--- src/rtl/ocmp_pkg.sv ---
package ocmp_pkg;

    typedef enum logic [2:0] {
        OCM_OFF  = 3'b000,
        OCM_SET  = 3'b001,
        OCM_CLR  = 3'b010,
        OCM_TGL  = 3'b011,
        OCM_ONE  = 3'b100,
        OCM_REP  = 3'b101,
        OCM_PWM  = 3'b110,
        OCM_PWMF = 3'b111
    } ocm_mode_e;

    typedef struct packed {
        logic      idle_stop;
        logic      tsel;
        ocm_mode_e mode;
    } ocm_ctrl_s;

    localparam int CTL_IDLE_BIT = 13;
    localparam int CTL_FLT_BIT  = 4;
    localparam int CTL_TSEL_BIT = 3;
    localparam int CTL_W        = 16;

    function automatic logic init_level(input ocm_mode_e m);
        return (m == OCM_CLR);
    endfunction

    function automatic logic is_pwm(input ocm_mode_e m);
        return (m == OCM_PWM) || (m == OCM_PWMF);
    endfunction

    function automatic logic [CTL_W-1:0] pack_ctrl(input ocm_ctrl_s c, input logic flt);
        logic [CTL_W-1:0] v;
        v = '0;
        v[CTL_IDLE_BIT] = c.idle_stop;
        v[CTL_FLT_BIT]  = flt;
        v[CTL_TSEL_BIT] = c.tsel;
        v[2:0]          = c.mode;
        return v;
    endfunction

endpackage

--- src/rtl/ocmp_regs.sv ---
module ocmp_regs
    import ocmp_pkg::*;
#(
    parameter int DW = 16,
    parameter int AW = 2
) (
    input  logic          clk,
    input  logic          rst,
    input  logic          wr,
    input  logic [AW-1:0] addr,
    input  logic [DW-1:0] wdata,
    input  logic          flt,
    output ocm_ctrl_s     ctrl,
    output logic [DW-1:0] match_a,
    output logic [DW-1:0] match_b,
    output logic          ctrl_wr,
    output ocm_mode_e     wr_mode,
    output logic [DW-1:0] rdata
);
    localparam logic [AW-1:0] A_CTRL = AW'(0);
    localparam logic [AW-1:0] A_MA   = AW'(1);
    localparam logic [AW-1:0] A_MB   = AW'(2);

    assign ctrl_wr = wr && (addr == A_CTRL);
    assign wr_mode = ocm_mode_e'(wdata[2:0]);

    always_ff @(posedge clk) begin
        if (rst) begin
            ctrl    <= '0;
            match_a <= '0;
            match_b <= '0;
        end else if (wr) begin
            if (addr == A_CTRL) begin
                ctrl.idle_stop <= wdata[CTL_IDLE_BIT];
                ctrl.tsel      <= wdata[CTL_TSEL_BIT];
                ctrl.mode      <= wr_mode;
            end
            if (addr == A_MA) match_a <= wdata;
            if (addr == A_MB) match_b <= wdata;
        end
    end

    always_comb begin
        unique case (addr)
            A_CTRL:  rdata = DW'(pack_ctrl(ctrl, flt));
            A_MA:    rdata = match_a;
            A_MB:    rdata = match_b;
            default: rdata = '0;
        endcase
    end

    // a write to the first match register lands on the next edge
    p_match_write_r2: assert property (@(posedge clk) disable iff (rst)
        (wr && addr == A_MA) |=> (match_a == $past(wdata)));

endmodule

--- src/rtl/ocmp_tbsel.sv ---
module ocmp_tbsel #(
    parameter int DW     = 16,
    parameter int NUM_TB = 2
) (
    input  logic                        sel,
    input  logic [NUM_TB-1:0][DW-1:0]   cnt_in,
    input  logic [NUM_TB-1:0]           prd_in,
    output logic [DW-1:0]               cnt,
    output logic                        prd
);
    localparam int SW = (NUM_TB > 1) ? $clog2(NUM_TB) : 1;

    logic [SW-1:0] idx;
    assign idx = SW'(sel);

    generate
        if (NUM_TB == 1) begin : g_single
            assign cnt = cnt_in[0];
            assign prd = prd_in[0];
        end else begin : g_multi
            assign cnt = cnt_in[idx];
            assign prd = prd_in[idx];
        end
    endgenerate

endmodule

--- src/rtl/ocmp_engine.sv ---
module ocmp_engine
    import ocmp_pkg::*;
#(
    parameter int DW = 16
) (
    input  logic          clk,
    input  logic          rst,
    input  ocm_ctrl_s     ctrl,
    input  logic [DW-1:0] match_a,
    input  logic [DW-1:0] match_b,
    input  logic [DW-1:0] cnt,
    input  logic          prd,
    input  logic          idle,
    input  logic          fault_n,
    input  logic          ctrl_wr,
    input  ocm_mode_e     wr_mode,
    output logic          pin,
    output logic          irq,
    output logic          flt
);
    logic          done;
    logic [DW-1:0] duty;
    logic          frozen, hit_a, hit_b, hit_duty;

    assign frozen   = ctrl.idle_stop && idle;
    assign hit_a    = (cnt == match_a);
    assign hit_b    = (cnt == match_b);
    assign hit_duty = (cnt == duty);

    always_ff @(posedge clk) begin
        if (rst) begin
            pin  <= 1'b0;
            irq  <= 1'b0;
            flt  <= 1'b0;
            done <= 1'b0;
            duty <= '0;
        end else begin
            irq <= 1'b0;
            if (ctrl_wr) begin
                pin  <= init_level(wr_mode);
                flt  <= 1'b0;
                done <= 1'b0;
            end else if (!frozen) begin
                unique case (ctrl.mode)
                    OCM_OFF: pin <= 1'b0;
                    OCM_SET: if (hit_a && !pin) begin
                        pin <= 1'b1;
                        irq <= 1'b1;
                    end
                    OCM_CLR: if (hit_a && pin) begin
                        pin <= 1'b0;
                        irq <= 1'b1;
                    end
                    OCM_TGL: if (hit_a) begin
                        pin <= !pin;
                        irq <= 1'b1;
                    end
                    OCM_ONE, OCM_REP: if (!done) begin
                        if (hit_a && !pin) begin
                            pin <= 1'b1;
                            irq <= 1'b1;
                        end else if (hit_b && pin) begin
                            pin <= 1'b0;
                            irq <= 1'b1;
                            done <= (ctrl.mode == OCM_ONE);
                        end
                    end
                    OCM_PWM, OCM_PWMF: begin
                        if (ctrl.mode == OCM_PWMF && (flt || !fault_n)) begin
                            pin <= 1'b0;
                            flt <= 1'b1;
                        end else if (prd) begin
                            pin  <= 1'b1;
                            irq  <= 1'b1;
                            duty <= match_b;
                        end else if (hit_duty && pin) begin
                            pin <= 1'b0;
                        end
                    end
                endcase
            end
        end
    end

    p_fault_pin_low_r9: assert property (@(posedge clk) disable iff (rst)
        flt |-> !pin);
    p_fault_mode_r9: assert property (@(posedge clk) disable iff (rst)
        flt |-> (ctrl.mode == OCM_PWMF));
    p_off_quiet_r12: assert property (@(posedge clk) disable iff (rst)
        (ctrl.mode == OCM_OFF) |-> (!pin && !irq));
    p_irq_changes_pin_r4: assert property (@(posedge clk) disable iff (rst)
        (irq && !is_pwm(ctrl.mode)) |-> (pin != $past(pin)));
    p_pwm_irq_high_r8: assert property (@(posedge clk) disable iff (rst)
        (irq && is_pwm(ctrl.mode)) |-> pin);
    p_freeze_r11: assert property (@(posedge clk) disable iff (rst)
        (frozen && !ctrl_wr) |=> ($stable(pin) && !irq));

endmodule

--- src/rtl/ocmp_channel.sv ---
module ocmp_channel
    import ocmp_pkg::*;
#(
    parameter int DW = 16,
    parameter int AW = 2
) (
    input  logic          clk,
    input  logic          rst,
    input  logic          reg_wr,
    input  logic [AW-1:0] reg_addr,
    input  logic [DW-1:0] reg_wdata,
    output logic [DW-1:0] reg_rdata,
    input  logic [DW-1:0] tmra_cnt,
    input  logic          tmra_prd,
    input  logic [DW-1:0] tmrb_cnt,
    input  logic          tmrb_prd,
    input  logic          idle,
    input  logic          fault_n,
    output logic          oc_pin,
    output logic          oc_irq
);
    localparam int NUM_TB = 2;

    ocm_ctrl_s     ctrl;
    ocm_mode_e     wr_mode;
    logic          ctrl_wr, flt, sel_prd;
    logic [DW-1:0] match_a, match_b, sel_cnt;

    ocmp_regs #(.DW(DW), .AW(AW)) u_regs (
        .clk(clk), .rst(rst), .wr(reg_wr), .addr(reg_addr), .wdata(reg_wdata),
        .flt(flt), .ctrl(ctrl), .match_a(match_a), .match_b(match_b),
        .ctrl_wr(ctrl_wr), .wr_mode(wr_mode), .rdata(reg_rdata)
    );

    ocmp_tbsel #(.DW(DW), .NUM_TB(NUM_TB)) u_tbsel (
        .sel(ctrl.tsel),
        .cnt_in({tmrb_cnt, tmra_cnt}),
        .prd_in({tmrb_prd, tmra_prd}),
        .cnt(sel_cnt), .prd(sel_prd)
    );

    ocmp_engine #(.DW(DW)) u_eng (
        .clk(clk), .rst(rst), .ctrl(ctrl), .match_a(match_a), .match_b(match_b),
        .cnt(sel_cnt), .prd(sel_prd), .idle(idle), .fault_n(fault_n),
        .ctrl_wr(ctrl_wr), .wr_mode(wr_mode),
        .pin(oc_pin), .irq(oc_irq), .flt(flt)
    );

endmodule

--- config.mk ---
export PLATFORM = sky130hd
export DESIGN_NAME = ocmp_channel
export DESIGN_NICKNAME = d
export VERILOG_FILES = /design/src/rtl/ocmp_pkg.sv /design/src/rtl/ocmp_regs.sv /design/src/rtl/ocmp_tbsel.sv /design/src/rtl/ocmp_engine.sv /design/src/rtl/ocmp_channel.sv
export SDC_FILE = /design/constraint.sdc
export NUM_CORES = 1
export LEC_CHECK = 0
export BUFFER_PORTS_ARGS = -buffer_cell sky130_fd_sc_hd__buf_2
export CORE_MARGIN = 4
export CORE_UTILIZATION = 54
export DETAILED_ROUTE_END_ITERATION = 8
export PLACE_DENSITY_LB_ADDON = 0.2
export SETUP_SLACK_MARGIN = 0.3
export SKIP_LAST_GASP = 1
export SLEW_MARGIN = 20
export SYNTH_ARGS = -nofsm -noshare
export SYNTH_HDL_FRONTEND = slang
export SYNTH_SLANG_ARGS = --single-unit
export TNS_END_PERCENT = 50
--- constraint.sdc ---
create_clock -name clk -period 2.7 [get_ports clk]
set_input_delay 0.54 -clock clk [delete_from_list [all_inputs] [get_ports clk]]
set_output_delay 0.54 -clock clk [all_outputs]
set_load 0.1 [all_outputs]
==> impl_metrics.xml <==
<?xml version="1.0" encoding="UTF-8"?>
<metrics>
  <group name="cells_and_area">
    <metric name="areaGrowthSynthToFinish" unit="%">38.18</metric>
    <metric name="layout.cells.most_common_list" unit="">sky130_fd_sc_hd__nand2_1 (88), sky130_fd_sc_hd__buf_2 (58), sky130_fd_sc_hd__dfxtp_1 (56)</metric>
    <metric name="finalCoreUtilization" unit="">0.7670</metric>
    <metric name="antenna_cells" unit="">0</metric>
    <metric name="final.fill_count" unit="">431</metric>
    <metric name="layoutNonFillerInstCount" unit="">556</metric>
    <metric name="final_common_cell" unit="">sky130_fd_sc_hd__nand2_1</metric>
    <metric name="final_net_count" unit="">533</metric>
    <metric name="drive_above_1_share" unit="">0.3139</metric>
  </group>
  <group name="timing">
    <metric name="skew" unit="ns">0.009849</metric>
    <metric name="final.setup.tns" unit="ns">0</metric>
    <metric name="final-hold-violation-count" unit="">0</metric>
    <metric name="max_freq" unit="MHz">384.7</metric>
    <metric name="slew_violations" unit="">0</metric>
    <metric name="fin_crit_sh" unit="">0.9627</metric>
    <metric name="maxSlewHeadroom" unit="">0.5586</metric>
    <metric name="setup_viol" unit="">0</metric>
    <metric name="tightestPinTransition" unit="ns">0.6604</metric>
    <metric name="rsz0062_at_grt" unit="">no</metric>
    <metric name="final.min_clock_period" unit="ns">2.599</metric>
  </group>
  <group name="synthesis">
    <metric name="synthesis.yosys.warnings" unit="">0</metric>
    <metric name="synthDominantAreaCellType" unit="">sky130_fd_sc_hd__dfxtp_1</metric>
    <metric name="number_of_enable_flip_flop_cells_after_synthesis" unit="">0</metric>
    <metric name="synth_sequential_area_ratio" unit="">0.3493</metric>
    <metric name="syn-mean-instance-area" unit="um^2">8.313</metric>
    <metric name="synth_compound_area_frac" unit="">0.1367</metric>
    <metric name="synthAdderAreaFrac" unit="">0</metric>
    <metric name="synth_xor_xnor_area_share" unit="">0.1287</metric>
    <metric name="dominantRegCellSynth" unit="">sky130_fd_sc_hd__dfxtp_1</metric>
    <metric name="synth_top_area_share" unit="">0.3493</metric>
    <metric name="mappedNetlistNets" unit="">450</metric>
    <metric name="asyncSetResetFlopFracSynth" unit="">0</metric>
    <metric name="synth_cells" unit="">393</metric>
    <metric name="ys_types" unit="">35</metric>
    <metric name="synth_simple_gate_area_frac" unit="">0.2076</metric>
    <metric name="post_synthesis_instance_area" unit="um^2">3267</metric>
    <metric name="synth.area.top_cells" unit="">sky130_fd_sc_hd__dfxtp_1 (35%), sky130_fd_sc_hd__xnor2_1 (13%), sky130_fd_sc_hd__nand2_1 (10%)</metric>
    <metric name="synth-seq-cells" unit="">57</metric>
    <metric name="post_synth_mux_area_share" unit="">0.1429</metric>
    <metric name="main_combinational_cell_family_by_area_after_synthesis" unit="">simple AND/OR/NAND/NOR gates</metric>
  </group>
  <group name="die">
    <metric name="floorplan.io_pins" unit="">75</metric>
    <metric name="die-width" unit="um">85.78</metric>
    <metric name="rows" unit="">28</metric>
    <metric name="core_region" unit="um^2">5886</metric>
    <metric name="die_h" unit="um">85.78</metric>
    <metric name="fp.dieArea" unit="um^2">7358</metric>
    <metric name="initial_core_util" unit="">0.5551</metric>
  </group>
  <group name="route">
    <metric name="antenna_left" unit="">0</metric>
    <metric name="remaining_drc_errors" unit="">0</metric>
    <metric name="number_of_detailed_route_iterations_in_the_first_pass" unit="">5</metric>
    <metric name="num_vias" unit="">3287</metric>
    <metric name="viasPerCell" unit="">5.912</metric>
    <metric name="detail_route.wirelength" unit="um">10440</metric>
    <metric name="route.detailed.wl_per_inst" unit="um">18.78</metric>
    <metric name="drt_iter0_drc" unit="">347</metric>
  </group>
  <group name="outcome">
    <metric name="status" unit="">finished, final reports clean</metric>
  </group>
  <group name="setup_path">
    <metric name="worst_r2r_startpoint" unit="">u_regs.ctrl[3]</metric>
    <metric name="setup_crit_path_kind" unit="">flop to flop</metric>
    <metric name="timing.critical_path.from" unit="">u_regs.ctrl[3]</metric>
    <metric name="crit_path_max_fanout" unit="">5</metric>
    <metric name="cp-end-kind" unit="">flop</metric>
    <metric name="critical_path_arrival" unit="ns">2.82</metric>
    <metric name="timing.critical_path.required" unit="ns">2.92</metric>
    <metric name="cp-start-kind" unit="">flop</metric>
  </group>
  <group name="cts">
    <metric name="cts_tree" unit="">yes</metric>
    <metric name="max-clock-path-buffers" unit="">2</metric>
    <metric name="cts.sink_count" unit="">57</metric>
    <metric name="clkSlewWorstSetupHoldPaths" unit="ns">0.08</metric>
    <metric name="clk_root_buffer_cell" unit="">sky130_fd_sc_hd__clkbuf_8</metric>
    <metric name="cts-buffers-inserted" unit="">9</metric>
    <metric name="clock_latency" unit="ns">0.34</metric>
    <metric name="h-tree-depth" unit="">3</metric>
  </group>
  <group name="grt">
    <metric name="vias_in_the_first_global_route" unit="">2949</metric>
    <metric name="grt_first_pass_wirelength" unit="um">15010</metric>
    <metric name="grtUsageTotal" unit="">0.2689</metric>
    <metric name="grt_max_degree" unit="">39</metric>
    <metric name="grt_antenna_before_repair" unit="">0</metric>
    <metric name="grt_overflow" unit="">0</metric>
  </group>
  <group name="worst_hold_path">
    <metric name="min-delay-start" unit="">reg_wdata[14]</metric>
    <metric name="hold_path_class" unit="">primary input to flop</metric>
  </group>
  <group name="power_and_ir_drop">
    <metric name="peakVddDrop" unit="V">0.0003825</metric>
    <metric name="total_leakage_power" unit="uW">0.001677</metric>
    <metric name="power_per_cell_area" unit="nW/um^2">487.5</metric>
  </group>
  <group name="flow_run">
    <metric name="cap_viol_max_count" unit="">0</metric>
  </group>
  <group name="placement">
    <metric name="post-place-cells" unit="">530</metric>
    <metric name="gp_congestion" unit="">1.005</metric>
    <metric name="hpwlAfterDp" unit="um">7035</metric>
    <metric name="portBuffers" unit="">74</metric>
  </group>
</metrics>
==> through the flow <==
stage | hold slack (ns) | power [uW] | setup slack, ns | instance area [um^2]
2_1_floorplan | 0.4573 | 1120 | 0.2099 | 3339
3_3_place_gp | 0.4827 | 1250 | 0.1529 | 4029
3_5_place_dp | 0.4867 | 1255 | 0.1587 | 4029
4_1_cts | 0.4279 | 2161 | 0.2132 | 4272
5_1_grt | 0.4144 | 2282 | 0.1311 | 4514
6_report | 0.4383 | 2201 | 0.1008 | 4514
==> power breakdown <==
part	leakage, uW	total, uW	switching [uW]	internal (uW)
clock	0.000106	912	385	527
sequential	0.000462	889	30.4	858
combinational	0.00111	400	227	173
==> kinds of logic (layout without fill, tap and decap cells) <==
family	count (synthesis)	after routing
flops	57	57
xor+xnor	48	48
mux	39	39
simple gates	153	153
compound gates	71	71
buf+inv	25	113
==> layout make-up <==
type / instances / area [um^2] / area share
flip-flops and latches: 57 / 1145 / 0.2536
clock inverters: 7 / 101.3 / 0.02245
multi-input cells: 311 / 2231 / 0.4942
inverters: 3 / 11.26 / 0.002494
repair buffers: 94 / 808.3 / 0.1790
well taps: 75 / 93.84 / 0.02079
clock buffers: 9 / 123.9 / 0.02744
==> critical path: stages (launching register included) <==
cell	delay [ns]
sky130_fd_sc_hd__dfxtp_4	0.41
sky130_fd_sc_hd__buf_12	0.16
sky130_fd_sc_hd__mux2i_4	0.24
sky130_fd_sc_hd__buf_4	0.15
sky130_fd_sc_hd__xnor2_1	0.11
sky130_fd_sc_hd__a2111oi_1	0.66
sky130_fd_sc_hd__nand4_1	0.28
sky130_fd_sc_hd__nor2_1	0.20
sky130_fd_sc_hd__o41a_1	0.17
sky130_fd_sc_hd__o211ai_2	0.08
==> sequential cells by signal, summed over array words and instances, names as in the netlist <==
signal,flops
u_eng.duty,16
u_regs.match_a,16
u_regs.match_b,16
u_regs.ctrl,5
u_eng.done,1
u_eng.flt,1
u_eng.irq,1
u_eng.pin,1
==> routing by layer <==
layer  vias to the layer above  part of all wire  global-route usage
li1                       1534                 -                   -
met1                      1560              0.42              0.3664
met2                       168              0.48              0.4167
met3                        25             0.080             0.06916
met4                         0             0.026             0.08633
met5                         -                 0                   0
==> final timing paths <==
kind | end | slack [ns] | cells past startpoint
worst min-delay path | u_regs.match_a[14] | 0.44 | 3
worst max-delay path | u_eng.pin | 0.10 | 9
worst min register to register | u_regs.match_a[6] | 0.50 | 2
worst max register to register | u_eng.pin | 0.10 | 9
==> what timing repair did <==
action | CTS | global route
gates cloned | 0 | 2
pin swaps | 0 | 6
gates resized for setup | 3 | 21
setup endpoints to repair | 2 | 3
hold buffers | 0 | 0
setup buffers | 0 | 8
==> synthesized netlist by cell type, types with 2 or more instances <==
cell type / n
sky130_fd_sc_hd__nor3b_1: 2
sky130_fd_sc_hd__o31ai_1: 2
sky130_fd_sc_hd__mux2i_4: 4
sky130_fd_sc_hd__nand2b_1: 2
sky130_fd_sc_hd__nand4_1: 4
sky130_fd_sc_hd__mux2i_2: 7
sky130_fd_sc_hd__nor3_1: 8
sky130_fd_sc_hd__nor4_1: 14
sky130_fd_sc_hd__a21oi_1: 41
sky130_fd_sc_hd__nor2_1: 22
sky130_fd_sc_hd__dfxtp_1: 57
sky130_fd_sc_hd__and2_1: 4
sky130_fd_sc_hd__a22o_1: 10
sky130_fd_sc_hd__o21ai_0: 7
sky130_fd_sc_hd__nand3b_1: 2
sky130_fd_sc_hd__nand2_1: 88
sky130_fd_sc_hd__mux2i_1: 28
sky130_fd_sc_hd__inv_1: 3
sky130_fd_sc_hd__o211ai_1: 2
sky130_fd_sc_hd__xnor2_1: 47
sky130_fd_sc_hd__nor2b_1: 4
sky130_fd_sc_hd__clkbuf_1: 18
sky130_fd_sc_hd__nand3_1: 2
sky130_fd_sc_hd__a211oi_1: 4
Note: power is estimated with default switching activity, not from simulation.
